<file path="src/rtl/uart_rx_pkg.sv">
package uart_rx_pkg;

    typedef enum logic [2:0] {
        PAR_EVEN  = 3'd0,
        PAR_ODD   = 3'd1,
        PAR_SPACE = 3'd2,
        PAR_MARK  = 3'd3,
        PAR_NONE  = 3'd4
    } par_mode_e;

    typedef enum logic [2:0] {
        ST_IDLE,
        ST_START,
        ST_DATA,
        ST_PAR,
        ST_STOP
    } rx_state_e;

    // Parity bit the sender should have put on the line for the given data
    function automatic logic expect_parity(input logic [2:0] mode, input logic [7:0] d);
        case (mode)
            PAR_EVEN:  return ^d;
            PAR_ODD:   return ~(^d);
            PAR_SPACE: return 1'b0;
            PAR_MARK:  return 1'b1;
            default:   return 1'b0;
        endcase
    endfunction

endpackage

</file>
<file path="src/rtl/rx_line_sync.sv">
module rx_line_sync #(
    parameter int STAGES = 2
) (
    input  logic clk,
    input  logic rst,
    input  logic din,
    output logic dout
);
    logic [STAGES-1:0] chain;

    always_ff @(posedge clk) begin
        if (rst) chain <= '1;
        else     chain <= {chain[STAGES-2:0], din};
    end

    assign dout = chain[STAGES-1];
endmodule

</file>
<file path="src/rtl/rx_framer.sv">
module rx_framer
    import uart_rx_pkg::*;
#(
    parameter int DATA_W = 8,
    parameter int OVERSAMPLE = 16
) (
    input  logic              clk,
    input  logic              rst,
    input  logic              tick,
    input  logic              line,
    input  logic [2:0]        mode,
    output logic              done,
    output logic [DATA_W-1:0] data,
    output logic              par_bad
);
    localparam int CNT_W = $clog2(OVERSAMPLE);
    localparam int IDX_W = (DATA_W > 1) ? $clog2(DATA_W) : 1;
    localparam logic [CNT_W-1:0] HALF_LAST = CNT_W'(OVERSAMPLE/2 - 1);
    localparam logic [CNT_W-1:0] FULL_LAST = CNT_W'(OVERSAMPLE - 1);
    localparam logic [IDX_W-1:0] IDX_LAST  = IDX_W'(DATA_W - 1);

    rx_state_e         state;
    logic [CNT_W-1:0]  cnt;
    logic [IDX_W-1:0]  idx;
    logic [DATA_W-1:0] shreg;
    logic              par_seen;

    always_ff @(posedge clk) begin
        if (rst) begin
            state    <= ST_IDLE;
            cnt      <= '0;
            idx      <= '0;
            shreg    <= '0;
            par_seen <= 1'b0;
            done     <= 1'b0;
            data     <= '0;
            par_bad  <= 1'b0;
        end else begin
            done <= 1'b0;
            if (tick) begin
                case (state)
                    ST_IDLE: begin
                        if (!line) begin
                            state <= ST_START;
                            cnt   <= '0;
                        end
                    end
                    ST_START: begin
                        if (cnt == HALF_LAST) begin
                            cnt <= '0;
                            idx <= '0;
                            state <= line ? ST_IDLE : ST_DATA;
                        end else begin
                            cnt <= cnt + 1'b1;
                        end
                    end
                    ST_DATA: begin
                        if (cnt == FULL_LAST) begin
                            cnt   <= '0;
                            shreg <= {line, shreg[DATA_W-1:1]};
                            if (idx == IDX_LAST)
                                state <= (mode == PAR_NONE) ? ST_STOP : ST_PAR;
                            else
                                idx <= idx + 1'b1;
                        end else begin
                            cnt <= cnt + 1'b1;
                        end
                    end
                    ST_PAR: begin
                        if (cnt == FULL_LAST) begin
                            cnt      <= '0;
                            par_seen <= line;
                            state    <= ST_STOP;
                        end else begin
                            cnt <= cnt + 1'b1;
                        end
                    end
                    ST_STOP: begin
                        if (cnt == FULL_LAST) begin
                            cnt     <= '0;
                            done    <= 1'b1;
                            data    <= shreg;
                            par_bad <= (mode != PAR_NONE) &&
                                       (par_seen != expect_parity(mode, shreg));
                            state   <= ST_IDLE;
                        end else begin
                            cnt <= cnt + 1'b1;
                        end
                    end
                    default: state <= ST_IDLE;
                endcase
            end
        end
    end
endmodule

</file>
<file path="src/rtl/rx_status.sv">
module rx_status #(
    parameter int DATA_W = 8
) (
    input  logic              clk,
    input  logic              rst,
    input  logic              done,
    input  logic [DATA_W-1:0] data_in,
    input  logic              par_bad,
    input  logic              rd_strobe,
    input  logic              clr_status,
    output logic [DATA_W-1:0] hold,
    output logic              ready,
    output logic              ovr,
    output logic              perr
);
    always_ff @(posedge clk) begin
        if (rst) begin
            hold  <= '0;
            ready <= 1'b0;
            ovr   <= 1'b0;
            perr  <= 1'b0;
        end else begin
            if (done) begin
                hold  <= data_in;
                ready <= 1'b1;
            end else if (rd_strobe) begin
                ready <= 1'b0;
            end

            if (done && ready && !rd_strobe) ovr <= 1'b1;
            else if (clr_status)             ovr <= 1'b0;

            if (done && par_bad)   perr <= 1'b1;
            else if (clr_status)   perr <= 1'b0;
        end
    end
endmodule

</file>
<file path="src/rtl/serial_rx_core.sv">
module serial_rx_core
    import uart_rx_pkg::*;
#(
    parameter int DATA_W = 8,
    parameter int OVERSAMPLE = 16,
    parameter int SYNC_STAGES = 2
) (
    input  logic              clk,
    input  logic              rst,
    input  logic              baud_tick,
    input  logic              rx_line,
    input  logic [2:0]        par_mode,
    input  logic              rd_strobe,
    input  logic              clr_status,
    output logic [DATA_W-1:0] rx_data,
    output logic              rx_ready,
    output logic              overrun,
    output logic              parity_err
);
    logic              line_s;
    logic              frm_done;
    logic [DATA_W-1:0] frm_data;
    logic              frm_par_bad;

    rx_line_sync #(.STAGES(SYNC_STAGES)) u_sync (
        .clk(clk), .rst(rst), .din(rx_line), .dout(line_s)
    );

    rx_framer #(.DATA_W(DATA_W), .OVERSAMPLE(OVERSAMPLE)) u_framer (
        .clk(clk), .rst(rst), .tick(baud_tick), .line(line_s), .mode(par_mode),
        .done(frm_done), .data(frm_data), .par_bad(frm_par_bad)
    );

    rx_status #(.DATA_W(DATA_W)) u_status (
        .clk(clk), .rst(rst), .done(frm_done), .data_in(frm_data),
        .par_bad(frm_par_bad), .rd_strobe(rd_strobe), .clr_status(clr_status),
        .hold(rx_data), .ready(rx_ready), .ovr(overrun), .perr(parity_err)
    );
endmodule

</file>
<file path="config.mk">
export PLATFORM = sky130hd
export DESIGN_NAME = serial_rx_core
export DESIGN_NICKNAME = d
export VERILOG_FILES = /design/src/rtl/uart_rx_pkg.sv /design/src/rtl/rx_line_sync.sv /design/src/rtl/rx_framer.sv /design/src/rtl/rx_status.sv /design/src/rtl/serial_rx_core.sv
export SDC_FILE = /design/constraint.sdc
export NUM_CORES = 1
export LEC_CHECK = 0
export BUFFER_PORTS_ARGS = -buffer_cell sky130_fd_sc_hd__buf_2
export CAP_MARGIN = 10
export CORE_UTILIZATION = 35
export DETAILED_ROUTE_END_ITERATION = 8
export GPL_TIMING_DRIVEN = 0
export PLACE_DENSITY_LB_ADDON = 0.2
export SYNTH_ARGS = -nofsm -noshare
export SYNTH_HDL_FRONTEND = slang
export SYNTH_SLANG_ARGS = --single-unit
</file>
<file path="constraint.sdc">
create_clock -name clk -period 1.5 [get_ports clk]
set_input_delay 0.15 -clock clk [delete_from_list [all_inputs] [get_ports clk]]
set_output_delay 0.15 -clock clk [all_outputs]
set_load 0.01 [all_outputs]
</file>
[Yosys cells after proc, flatten, opt, wreduce, memory -nomap -nowiden]
Index checks and enable logic that the tools add are counted.
Storage, ports and cells
  bits in registers: 42
Cells by class
  add/sub/neg operators: 2
  equal/unequal tests: 19
  multiplexer cells: 28
  bitwise logic cells: 3
  reduce and logical (&&, ||, !) cells: 21
Operators with widths (count)
  $mux W3: 10
  $pmux W3 S5: 1
  $mux W4: 3
  $pmux W4 S3: 1
  $reduce_and A3 Y1: 4
  $mux W1: 10
  $ne A2 B1 Y1 const B: 5
  $eq A3 B2 Y1 const B: 3
  $eq A3 B3 Y1 const B: 3
  $reduce_bool A2 Y1: 4
  $reduce_xor A8 Y1: 1
  $reduce_and A7 Y1: 1
  $eq A3 B1 Y1 const B: 2
  $logic_not A3 Y1: 2
  $pmux W3 S2: 1
  $reduce_or A3 Y1: 2
  $reduce_and A5 Y1: 1
  $add A4 B1 Y4 const B: 1
  $eq A4 B3 Y1 const B: 1
  $eq A4 B4 Y1 const B: 1
  $logic_and A1 B1 Y1: 4
  $ne A2 B2 Y1 const B: 2
  $add A3 B1 Y3 const B: 1
  $ne A3 B3 Y1 const B: 1
  other kinds (6): 8

[Longest topological paths before layout]
Gate-level depths: netlist (run 1).
  depth after elaboration: 9
  mapped depth: 7
  depth with buffers taken out: 7

[Cells and area by module]
Synthesis (run 1) repeated with hierarchy kept, for this count alone.
Unflattened totals
  cell total of the unflattened synthesis: 198
  area total of the unflattened synthesis: 1845.5 sq um
Modules (own cells, without submodules)
  rx_framer: times used 1, cells an instance 157, area each 1392.6 sq um
  rx_status: times used 1, cells an instance 37, area each 400.4 sq um
  rx_line_sync: times used 1, cells an instance 4, area each 52.6 sq um

[Least setup slack after synthesis (run 1)]
Ideal clock, no wire load.
  path type: register to register
  start point: reg u_framer.cnt[0]
  end point: reg u_framer.data[0]
  library setup time: 128 ps
  arrival: 1545 ps
  path slack: -172 ps
  cell stages (with the launch flop): 7
  path buffers: 1
  clock period less this slack: 1672 ps
  cell sequence: dfxtp_1 ha_1 nand4_1 nor4b_2 buf_4 mux2i_1 nor2_1
Between the ends
  word-level cells in the longest chain between the ends: 2
RTL lines
  start: declaration: RTL line rx_framer.sv:23  | logic [CNT_W-1:0] cnt;
  start signal: assignment: RTL line rx_framer.sv:54  | cnt <= cnt + 1'b1;
  start signal: assignment: RTL line rx_framer.sv:66  | cnt <= cnt + 1'b1;
  start signal: assignment: RTL line rx_framer.sv:75  | cnt <= cnt + 1'b1;
  $eq A4 B4 Y1: RTL line rx_framer.sv:79  | if (cnt == FULL_LAST) begin
  $reduce_and A3 Y1 (no line)
  end signal: assignment: RTL line rx_framer.sv:82  | data <= shreg;
  end: declaration: RTL line rx_framer.sv:13  | output logic [DATA_W-1:0] data,
No other way between the ends.
A chain may end at the register's enable or synchronous reset.

[Worst setup path in the final report (run 1)]
  start point: reg u_framer.cnt[1]
  end point: reg u_framer.data[1]
Same word-level chain as after synthesis.

==> results of run 1 <==
## worst max-delay path: cells and delay by family, from the launching register on
family | cells | cell delay, ns
adder cells (fa/ha/maj) | 1 | 0.16
multiplexers | 1 | 0.20
buffers and inverters | 1 | 0.20
AND/OR/NAND/NOR | 3 | 0.66
flip-flops | 1 | 0.36
## layer usage
metal	track usage, %	wire [µm]
met5	0	0
met4	6.918	67
met3	4.016	152
met2	28.53	2069
met1	21.23	1939
## worst min path at each step
| stage | from | cells past startpoint | slack, ns | end |
|---|---|---|---|---|
| 3_3_place_gp | rx_line | 2 | 0.34 | u_sync.chain[0]$_SDFF_PP1_ |
| 5_1_grt | rx_line | 2 | 0.03 | u_sync.chain[0]$_SDFF_PP1_ |
| 2_1_floorplan | rx_line | 1 | 0.25 | u_sync.chain[0]$_SDFF_PP1_ |
| 3_5_place_dp | rx_line | 2 | 0.33 | u_sync.chain[0]$_SDFF_PP1_ |
| 4_1_cts | rx_line | 2 | 0.02 | u_sync.chain[0]$_SDFF_PP1_ |
| 6_report | rx_line | 2 | 0.03 | u_sync.chain[0]$_SDFF_PP1_ |
## placed cells by master, fill, tap and decap left out, types with 3 or more instances in the layout
master / instances
nand2_1: 8
mux2i_1: 25
a21oi_2: 5
or4_1: 3
nor2b_1: 3
clkbuf_1: 5
clkbuf_8: 5
ha_4: 3
o21ai_2: 3
xnor2_1: 3
dfxtp_1: 26
nor2_1: 33
buf_4: 21
dfxtp_2: 13
buf_6: 6
nand4_1: 3
a21oi_1: 4
nor3b_1: 4
o21ai_0: 4
dfxtp_4: 3
buf_2: 18
inv_1: 6
## kinds of logic (layout without fill, tap and decap cells)
logic type / Yosys count / after routing / share of synthesized area (%)
compound gates: 27 / 27 / 10.78
xor+xnor: 7 / 7 / 3.280
fa+ha+maj: 3 / 3 / 2.008
buf+inv: 16 / 67 / 4.417
flops: 42 / 42 / 44.98
mux: 25 / 25 / 13.39
simple gates: 77 / 77 / 21.15
## layout make-up
cell class | instances | share of cell area [%]
Clock inverter | 3 | 0.9291
Clock buffer | 5 | 2.689
Timing Repair Buffer | 43 | 11.78
Sequential cell | 42 | 33.94
Tap cell | 70 | 3.423
Multi-Input combinational cell | 139 | 43.57
Inverter | 6 | 0.8802
Buffer | 10 | 2.787
## power by group
part / leakage, nW / switching (mW) / internal, mW
Combinational: 0.501 / 0.0634 / 0.0454
Sequential: 0.348 / 0.00462 / 1.11
Clock: 0.0408 / 0.431 / 0.333
## registers in the layout, summed over array words and instances (netlist names)
name               count
u_status.ready         1
u_framer.shreg         8
u_status.ovr           1
u_status.hold          8
u_framer.state         3
u_framer.idx           3
u_framer.cnt           4
u_sync.chain           2
u_framer.done          1
u_framer.data          8
u_framer.par_bad       1
u_framer.par_seen      1
u_status.perr          1
## stage by stage
step / total power, mW / hold WS, ns / area (µm²)
final: 1.991 / 0.03035 / 2559
after CTS: 2.006 / 0.02349 / 2435
after floorplan: 1.205 / 0.2538 / 1932
after global routing: 2.073 / 0.02980 / 2559
after detailed placement: 1.236 / 0.3349 / 2110
after global placement: 1.235 / 0.3351 / 2110
## timing repair
action / 4_1_cts / 5_1_grt
setup buffers: 18 / 7
gates resized for setup: 25 / 18
gates cloned: 1 / 0
endpoints found under the hold margin: 0 / 0
pin swaps: 23 / 10
endpoints found under the setup margin: 26 / 28
==> metrics.md, run 1 <==
| Metric | Value |
|---|---|
| Synth area leaders | `dfxtp_1, mux2i_1, nor2_1` |
| Post-synth top cells | `dfxtp_1, nor2_1, mux2i_1` |
| Maxcap violations | `0` |
| Drt pass-1 iters | `4` |
| Flops & latches, synth | `42` |
| Run status | `finished, violations left` |
| Register Area | `a little under 900 µm²` |
| Largest net degree at the start of global routing | `16` |
| Post-DP HPWL | `2540 µm` |
| Unrepaired setup endpoints after global routing | `yes` |
| Max-slew violations | `0` |
| Critical path endpoint | `u_framer.data[1]$_SDFFE_PP0P_` |
| Synthesized Nets | `209` |
| First-pass GRT wire length | `7079 µm` |
| Critical Path AT | `roughly 1.9 ns` |
| Worst hold path type | `in -> reg` |
| Rel. slew slack | `roughly 54%` |
| Total global routing overflow | `0` |
| Die X | `around 75 µm` |
| Async SR Flop Fraction | `0%` |
| Fin. Hold Viols | `0` |
| Pleak | `0.8894 nW` |
| DR iter-0 viols | `59` |
| Synthesized instance count | `between 150 and 200` |
| Crit path from | `u_framer.cnt[1]$_SDFFE_PP0P_` |
| CORE AREA | `0.005140 mm²` |
| Final Util | `between 40% and 50%` |
| Most common cell in the netlist | `dfxtp_1` |
| Slowest CP cell | `nor4b_4` |
| CTS Root Cell | `clkbuf_8` |
| Share of cells above drive strength 1 | `around two fifths` |
| Worst slack at placement | `-0.2632 ns` |
| R2R Path End | `u_framer.data[1]$_SDFFE_PP0P_` |
| Largest area contributor in the netlist | `dfxtp_1` |
| CTS tree | `done` |
| Area grow syn2layout | `36.88%` |
| Failing checks | `setup timing` |
| Post-synth top area share | `between 40% and 50%` |
| CP max stage delay | `between 0.4 and 0.5 ns` |
| Initial antenna violation count | `0` |
| Remaining DRCs | `0` |
| Sequential share of the synthesized area | `between 40% and 50%` |
| Initial core utilization | `36.37%` |
| Antenna Nets Post-Route | `0` |
| Clock sink count | `between 40 and 50` |
| Placed Cells | `285` |
| Final cycle utilization of the critical path | `113.1%` |
| Via count | `1565` |
| Worst Setup End Kind | `flip-flop` |
| PnR worst setup slack | `-0.1965 ns` |
| Crit Path Class | `reg -> reg` |
| Fin crit period | `around 1.7 ns` |
| Avg Cell Area, Syn | `9.489 µm²` |
| Placer Congestion | `slightly above 0.7` |
| TNS Setup | `-2.456 ns` |
| Ys flop type | `dfxtp_1` |
| Num rows | `26` |
| Final setup violation count | `20` |
| H-Tree Depth | `2` |
| Clock-pin slew on the worst setup and hold paths | `0.09 ns` |
| WP data required | `1.67 ns` |
| Peak supply drop | `0.5218 mV` |
| Fin cells | `~320` |
| Yosys cell types | `39` |
| Reg2Reg Launch Point | `u_framer.cnt[1]$_SDFFE_PP0P_` |
| Skew final | `roughly 0.006 ns` |
| Flop-to-flop setup slack | `-0.20 ns` |
| Filler instances | `slightly above 500` |
| FMAX | `around 600 MHz` |
| ANT cells | `0` |
| Worst slew pin tran | `roughly 0.69 ns` |
| Die span in y | `around 75 µm` |
| Die area | `0.005637 mm²` |
| Clk buf depth | `2` |
| Final WL | `~4200 µm` |
| Post-synth EDFFs | `0` |
| # IOs | `20` |
| Number of global-route vias before repair | `approximately 1500` |
| Total track usage | `between 10% and 20%` |
| Drt via density | `approximately 5` |
| Worst setup SP type | `flip-flop` |
| Final nets | `roughly 260` |
| Reg2Reg Depth | `6` |
| Routed WL per cell | `approximately 13 µm` |
| Crit-path max FO | `5` |
| Area of the multi-input gates | `0.001115 mm²` |
| Input/output buffers | `18` |
| Clock Latency Late Sink | `approximately 0.30 ns` |
| Syn Std Cell Area | `0.001869 mm²` |
| Crit-path cells | `ha_4 -> nand4_1 -> nor4b_4 -> buf_6 -> mux2i_1 -> nor2_1` |
| Cts hold-fix bufs | `0` |
| PwrDens | `~800 mW/mm²` |
| Synth Warn # | `0` |
| Cts bufs inserted | `5` |
(Power assumes the default switching activity.)
==> run 2, diff against run 1 <==
- clock period: 1.5 -> 2 ns (I/O delays scaled with it)
==> run 2 against run 1 <==
  * The run now ends clean
  * Flip-flop and latch count unchanged
  * Design area fell by 14%
  * Sequential share of layout area increased by 4.1 points
  * Combinational power decreased by 43%
  * Register-to-register slack gained 0.33 ns
  * Critical path type unchanged
  * Final cell count shrank 7.5%
==> metrics.md, run 2 (synthesis gave the netlist of run 1 again) <==
| Metric | Value |
|---|---|
| Number of global-route vias before repair | `1376 (-7.3%)` |
| Area grow syn2layout | `18.21%` |
| ANT cells | `0 (unchanged)` |
| Initial core utilization | `36.37% (unchanged)` |
| Fin cells | `294 (-7.5%)` |
| Slowest CP cell | `dfxtp_1` |
| H-Tree Depth | `2 (unchanged)` |
| Routed WL per cell | `11.90 µm (-10%)` |
| Crit-path cells | `ha_1 -> nand4_1 -> nor4b_4 -> buf_6 -> mux2i_1 -> nor2_1` |
| Antenna Nets Post-Route | `0 (unchanged)` |
| Remaining DRCs | `0 (unchanged)` |
| Final cycle utilization of the critical path | `93.18% (-20 points)` |
| Crit-path max FO | `10 (+5)` |
| Final WL | `3500 µm (-17%)` |
| Hold Slack | `0.09034 ns (+0.05999 ns)` |
| Unrepaired setup endpoints after global routing | `yes` |
| Reg2Reg Depth | `6 (unchanged)` |
| Via count | `1397 (-11%)` |
| Total track usage | `14.95% (-2.1 points)` |
| Maxcap violations | `0 (unchanged)` |
| Clock-pin slew on the worst setup and hold paths | `0.09 ns (about the same)` |
| Most common cell after layout, fill and taps aside | `dfxtp_1` |
| Worst slew pin tran | `0.6857 ns (-0.008129 ns)` |
| Drt pass-1 iters | `5 (+1)` |
| DR iter-0 viols | `57 (-3.4%)` |
| Cts bufs inserted | `5 (unchanged)` |
| Skew final | `0.006800 ns (+0.0006643 ns)` |
| Cts hold-fix bufs | `0 (unchanged)` |
| Largest net degree at the start of global routing | `15 (-1)` |
| Fin crit period | `1.864 ns (+0.1672 ns)` |
| Die span in y | `75.08 µm (unchanged)` |
| Clk buf depth | `2 (unchanged)` |
| Crit path from | `u_framer.cnt[0]$_SDFFE_PP0P_` |
| Worst hold path type | `in -> reg` |
| Worst setup SP type | `flip-flop` |
| Final nets | `235 (-9.3%)` |
| CORE AREA | `0.005140 mm² (unchanged)` |
| Total global routing overflow | `0 (unchanged)` |
| Pleak | `0.7794 nW (-12%)` |
| Clock sink count | `42 (unchanged)` |
| Num rows | `26 (unchanged)` |
| Die X | `75.08 µm (unchanged)` |
| Die area | `0.005637 mm² (unchanged)` |
| # IOs | `20 (unchanged)` |
| Input/output buffers | `18 (unchanged)` |
| Placed Cells | `285 (unchanged)` |
| Final setup violation count | `0 (-100%)` |
| CTS tree | `done` |
| Clock Latency Late Sink | `0.30 ns (about the same)` |
| Crit Path Class | `reg -> reg` |
| Hold Crit Start | `rx_line` |
| Fin. Hold Viols | `0 (unchanged)` |
| Post-DP HPWL | `2415 µm (-4.9%)` |
| FMAX | `536.6 MHz (-9.0%)` |
| CP max stage delay | `0.38 ns (-0.03 ns)` |
| First-pass GRT wire length | `6292 µm (-11%)` |
| WP data required | `2.17 ns (+0.50 ns)` |
| Reg2Reg Launch Point | `u_framer.cnt[0]$_SDFFE_PP0P_` |
| Hold Crit Endpoint | `u_sync.chain[0]$_SDFF_PP1_` |
| CTS Root Cell | `clkbuf_8` |
| Commonest non-fill, non-tap cells in the layout | `dfxtp_1, nor2_1, mux2i_1` |
| Run status | `finished clean` |
| WHS Path Cells | `2 (unchanged)` |
| Initial antenna violation count | `0 (unchanged)` |
| Flop-to-flop setup slack | `0.14 ns (+0.33 ns)` |
| Critical Path AT | `2.03 ns (+0.16 ns)` |
| Max-slew violations | `0 (unchanged)` |
| Worst slack at placement | `0.06074 ns (+0.3239 ns)` |
| PnR worst setup slack | `0.1363 ns (+0.3328 ns)` |
| Placer Congestion | `0.7800 (+8.8%)` |
| Peak supply drop | `0.3924 mV (-25%)` |
| Share of cells above drive strength 1 | `17.86% (-24 points)` |
| Worst Setup End Kind | `flip-flop` |
| Regs by FF count | `u_framer.data (8), u_framer.shreg (8), u_status.hold (8)` |
| Rel. slew slack | `54.29% (+0.54 points)` |
| Drt via density | `4.752 (-3.4%)` |
| R2R Path End | `u_framer.data[7]$_SDFFE_PP0P_` |
| PwrDens | `774.4 mW/mm² (-0.47%)` |
| Tot Pwr | `1.711 mW (-14%)` |
==> run 2: cell count changes in the layout (fill, tap and decap cells not counted), moves of 3 or more <==
cell     before  now
buf_4        21    2
dfxtp_1      26   42
dfxtp_2      13    0
a21oi_1       4    9
a21oi_2       5    0
buf_6         6    3
dfxtp_4       3    0
ha_1          0    3
ha_4          3    0
==> run 2: cell type report <==
class,count,area (µm²)
buffer,10,63.81
clock buffer,5,68.82
clock inverter,3,68.82
fill,543,2930
inverter,6,22.52
multi-input combinational,139,959.7
sequential,42,840.8
tap,70,87.58
timing repair buffer,19,97.59
==> run 2: worst max-delay path by stage <==
stage	endpoint	slack (ns)	cells past startpoint
floorplan	u_framer.data[0]$_SDFFE_PP0P_	0.33	6
global placement	u_framer.data[3]$_SDFFE_PP0P_	0.05	6
detailed placement	u_framer.data[1]$_SDFFE_PP0P_	0.06	6
CTS	u_framer.data[7]$_SDFFE_PP0P_	0.04	6
global route	u_framer.data[3]$_SDFFE_PP0P_	-0.002	6
finish	u_framer.data[7]$_SDFFE_PP0P_	0.14	6
==> run 2: where the power goes <==
part	total [mW]	switching (mW)	leakage, nW	internal [mW]
sequential	0.842	0.00349	0.339	0.839
clock	0.807	0.307	0.0683	0.500
combinational	0.0620	0.0394	0.372	0.0226
total	1.71	0.350	0.779	1.36
==> run 2: routing by layer <==
metal | routed length, µm | vias to the layer above | part of all wire [%] | global-route usage [%]
met5 | 0 | - | 0 | 0
met4 | 72 | 0 | 2.1 | 6.918
met3 | 121 | 8 | 3.5 | 3.614
met2 | 1445 | 22 | 41 | 22.82
met1 | 1860 | 634 | 53 | 19.92
li1 | - | 733 | - | -
==> run 2: critical path, delay by kind of cell (launching register included) <==
kind	cells	cell delay [ns]
simple gates	3	0.68
fa+ha+maj	1	0.26
flops	1	0.38
mux	1	0.19
buf+inv	1	0.21
==> run 2: repair_timing <==
item / CTS / global route
gates resized for setup: 0 / 3
setup endpoints to repair: 0 / 9
buffers inserted: 0 / 1
==> run 2: metrics by stage <==
stage	setup TNS, ns	area [µm²]	utilization (%)
global placement	0	2047	39.82
CTS	0	2185	42.50
detailed placement	0	2047	39.82
floorplan	0	1869	-
finish	0	2210	42.99
global route	-0.002427	2210	42.99
==> run 3, diff against run 2 <==
- CORE_UTILIZATION: 35 -> 60
==> run 3 against run 2 <==
  * Highest routed layer unchanged
  * Global-route usage is 7.9 points higher
  * Design area is 6.1% lower
  * Largest power group unchanged
  * Maximum frequency is 0.31% lower
  * Core utilization is 30 points higher
  * Clock power is 46% lower
  * Critical path depth stayed put
  * The run now ends with DRC left
==> metrics.md, run 3 (synthesis gave the netlist of run 1 again) <==
| Metric | Value |
|---|---|
| Run status | `finished, violations left` |
| Failing checks | `DRC` |
| Tot Pwr | `1.336 mW (-22%)` |
| Crit-path cells | `ha_1 -> nand4_1 -> nor4b_4 -> buf_6 -> mux2i_1 -> nor2_1` |
| Critical Path AT | `2.09 ns (+0.06 ns)` |
| First-pass GRT wire length | `5782 µm (-8.1%)` |
| Total global routing overflow | `0 (unchanged)` |
| Remaining DRCs | `2 (+2)` |
| Num rows | `19 (-27%)` |
| Regs by FF count | `u_framer.data (8), u_framer.shreg (8), u_status.hold (8)` |
| TNS Setup | `0 ns (unchanged)` |
| Area of the multi-input gates | `954.7 µm² (-0.52%)` |
| CTS tree | `done` |
| Filler instances | `229 (-58%)` |
| Most common cell after layout, fill and taps aside | `dfxtp_1` |
| H-Tree Depth | `2 (unchanged)` |
| Final nets | `234 (-0.43%)` |
| WP buf/inv | `1 (unchanged)` |
| Worst slack at placement | `0.1052 ns (+0.04448 ns)` |
| FMAX | `534.9 MHz (-0.31%)` |
| CTS Root Cell | `clkbuf_4` |
| Number of global-route vias before repair | `1342 (-2.5%)` |
| PnR worst setup slack | `0.1305 ns (-0.005813 ns)` |
| Clk buf depth | `2 (unchanged)` |
| Via count | `1449 (+3.7%)` |
| Skew final | `0.002322 ns (-0.004477 ns)` |
| Total track usage | `22.83% (+7.9 points)` |
| Fin. Hold Viols | `0 (unchanged)` |
| Pleak | `0.7397 nW (-5.1%)` |
| CORE AREA | `0.002853 mm² (-44%)` |
| Drt via density | `5.705 (+20%)` |
| Area grow syn2layout | `10.98%` |
| Max-slew violations | `0 (unchanged)` |
| Share of cells above drive strength 1 | `17.49% (-0.37 points)` |
| M1 wire length | `1593 µm (-14%)` |
| Commonest non-fill, non-tap cells in the layout | `dfxtp_1, nor2_1, mux2i_1` |
| Crit Path Class | `reg -> reg` |
| Drt pass-1 iters | `6 (+1)` |
| WP data required | `2.22 ns (+0.05 ns)` |
| Initial antenna violation count | `0 (unchanged)` |
| Peak supply drop | `0.6123 mV (+56%)` |
| Routed WL per cell | `13.64 µm (+15%)` |
| Slowest CP cell | `dfxtp_1` |
| Clock sink count | `42 (unchanged)` |
| Post-DP HPWL | `2544 µm (+5.3%)` |
| Largest net degree at the start of global routing | `14 (-1)` |
| Final cycle utilization of the critical path | `93.48% (+0.29 points)` |
| Rel. slew slack | `54.96% (+0.67 points)` |
| Antenna Nets Post-Route | `0 (unchanged)` |
| Top sig layer | `met4` |
| Worst Setup End Kind | `flip-flop` |
| Die area | `0.003343 mm² (-41%)` |
| Worst setup SP type | `flip-flop` |
| # IOs | `20 (unchanged)` |
| CP max stage delay | `0.40 ns (+0.02 ns)` |
| Fin crit period | `1.870 ns (+0.005813 ns)` |
| Cts bufs inserted | `5 (unchanged)` |
| Worst hold path type | `in -> reg` |
| Crit-path max FO | `10 (unchanged)` |
| Unrepaired setup endpoints after global routing | `no` |
| ANT cells | `0 (unchanged)` |
| Die X | `57.82 µm (-23%)` |
| Final WL | `3464 µm (-1.0%)` |
| Register Area | `840.8 µm² (unchanged)` |
| Final setup violation count | `0 (unchanged)` |
| Met3 WL | `145 µm (+20%)` |
| PwrDens | `644.2 mW/mm² (-17%)` |
| Clock Latency Late Sink | `0.34 ns (+0.04 ns)` |
| Maxcap violations | `0 (unchanged)` |
| Die span in y | `57.82 µm (-23%)` |
| Worst slew pin tran | `0.6756 ns (-0.01007 ns)` |
| Critical path's top delay family | `simple AND/OR/NAND/NOR gates` |
| Clock-pin slew on the worst setup and hold paths | `0.12 ns (+0.03 ns)` |
| Met2 WL post-DR | `1681 µm (+16%)` |
| Input/output buffers | `18 (unchanged)` |
| Initial core utilization | `65.53% (+29 points)` |
| DR iter-0 viols | `40 (-30%)` |
| Placer Congestion | `0.8294 (+6.3%)` |
==> run 3: changes by cell type in the layout (fill, tap and decap cells not counted) <==
cell        change
bufinv_16       -2
buf_4           -1
clkinvlp_4      +1
clkinv_4        -1
nor2_4          -1
nor2_2          +1
clkinv_2        +1
clkbuf_4        +5
clkbuf_8        -4
==> run 3: worst reg2reg max path, delay by kind of cell (launching register included) <==
kind | cells | cell delay [ns]
fa+ha+maj | 1 | 0.26
buf+inv | 1 | 0.21
simple gates | 3 | 0.67
flops | 1 | 0.40
mux | 1 | 0.22
==> run 3: layer usage <==
| layer | up-vias | global-route usage [%] |
|---|---|---|
| met1 | 682 | 28.06 |
| met2 | 30 | 39.08 |
| met5 | - | 0 |
| met4 | 0 | 9.184 |
| met3 | 5 | 4.688 |
| li1 | 732 | - |
==> run 3: worst paths after layout <==
path / endpoint / startpoint / slack, ns / depth (start not counted)
worst max-delay path: u_framer.data[5]$_SDFFE_PP0P_ / u_framer.cnt[0]$_SDFFE_PP0P_ / 0.13 / 6
worst min-delay path: u_sync.chain[0]$_SDFF_PP1_ / rx_line / 0.03 / 2
worst max register to register: u_framer.data[5]$_SDFFE_PP0P_ / u_framer.cnt[0]$_SDFFE_PP0P_ / 0.13 / 6
worst min register to register: u_sync.chain[1]$_SDFF_PP1_ / u_sync.chain[0]$_SDFF_PP1_ / 0.43 / 1
==> run 3: repair_timing <==
action,CTS,global route
setup buffers,0,0
gates resized for setup,0,2
setup endpoints to repair,0,8
hold buffers,0,0
==> run 3: final cells by class <==
cell class,count,area share [%]
plain buffers,10,3.076
clock buffers,6,2.473
clock inverters,2,0.6031
inverters,6,1.086
multi-input cells,139,46.02
flip-flops and latches,42,40.53
well taps,31,1.870
repair buffers,18,4.343
==> run 3: stage by stage <==
step / hold WS (ns) / instance area (µm²) / utilization (%) / std cells
final: 0.03257 / 2074 / 72.72 / 254
after global routing: 0.01199 / 2074 / 72.72 / 254
after CTS: 0.01982 / 2062 / 72.28 / 254
after detailed placement: 0.3895 / 1998 / 70.04 / 246
after global placement: 0.3855 / 1998 / 70.04 / 246
after floorplan: 0.3038 / 1869 / - / 197
==> run 3: report_power, final <==
group	switching, mW	internal [mW]
clock	0.263	0.169
sequential	0.00325	0.840
combinational	0.0386	0.0226
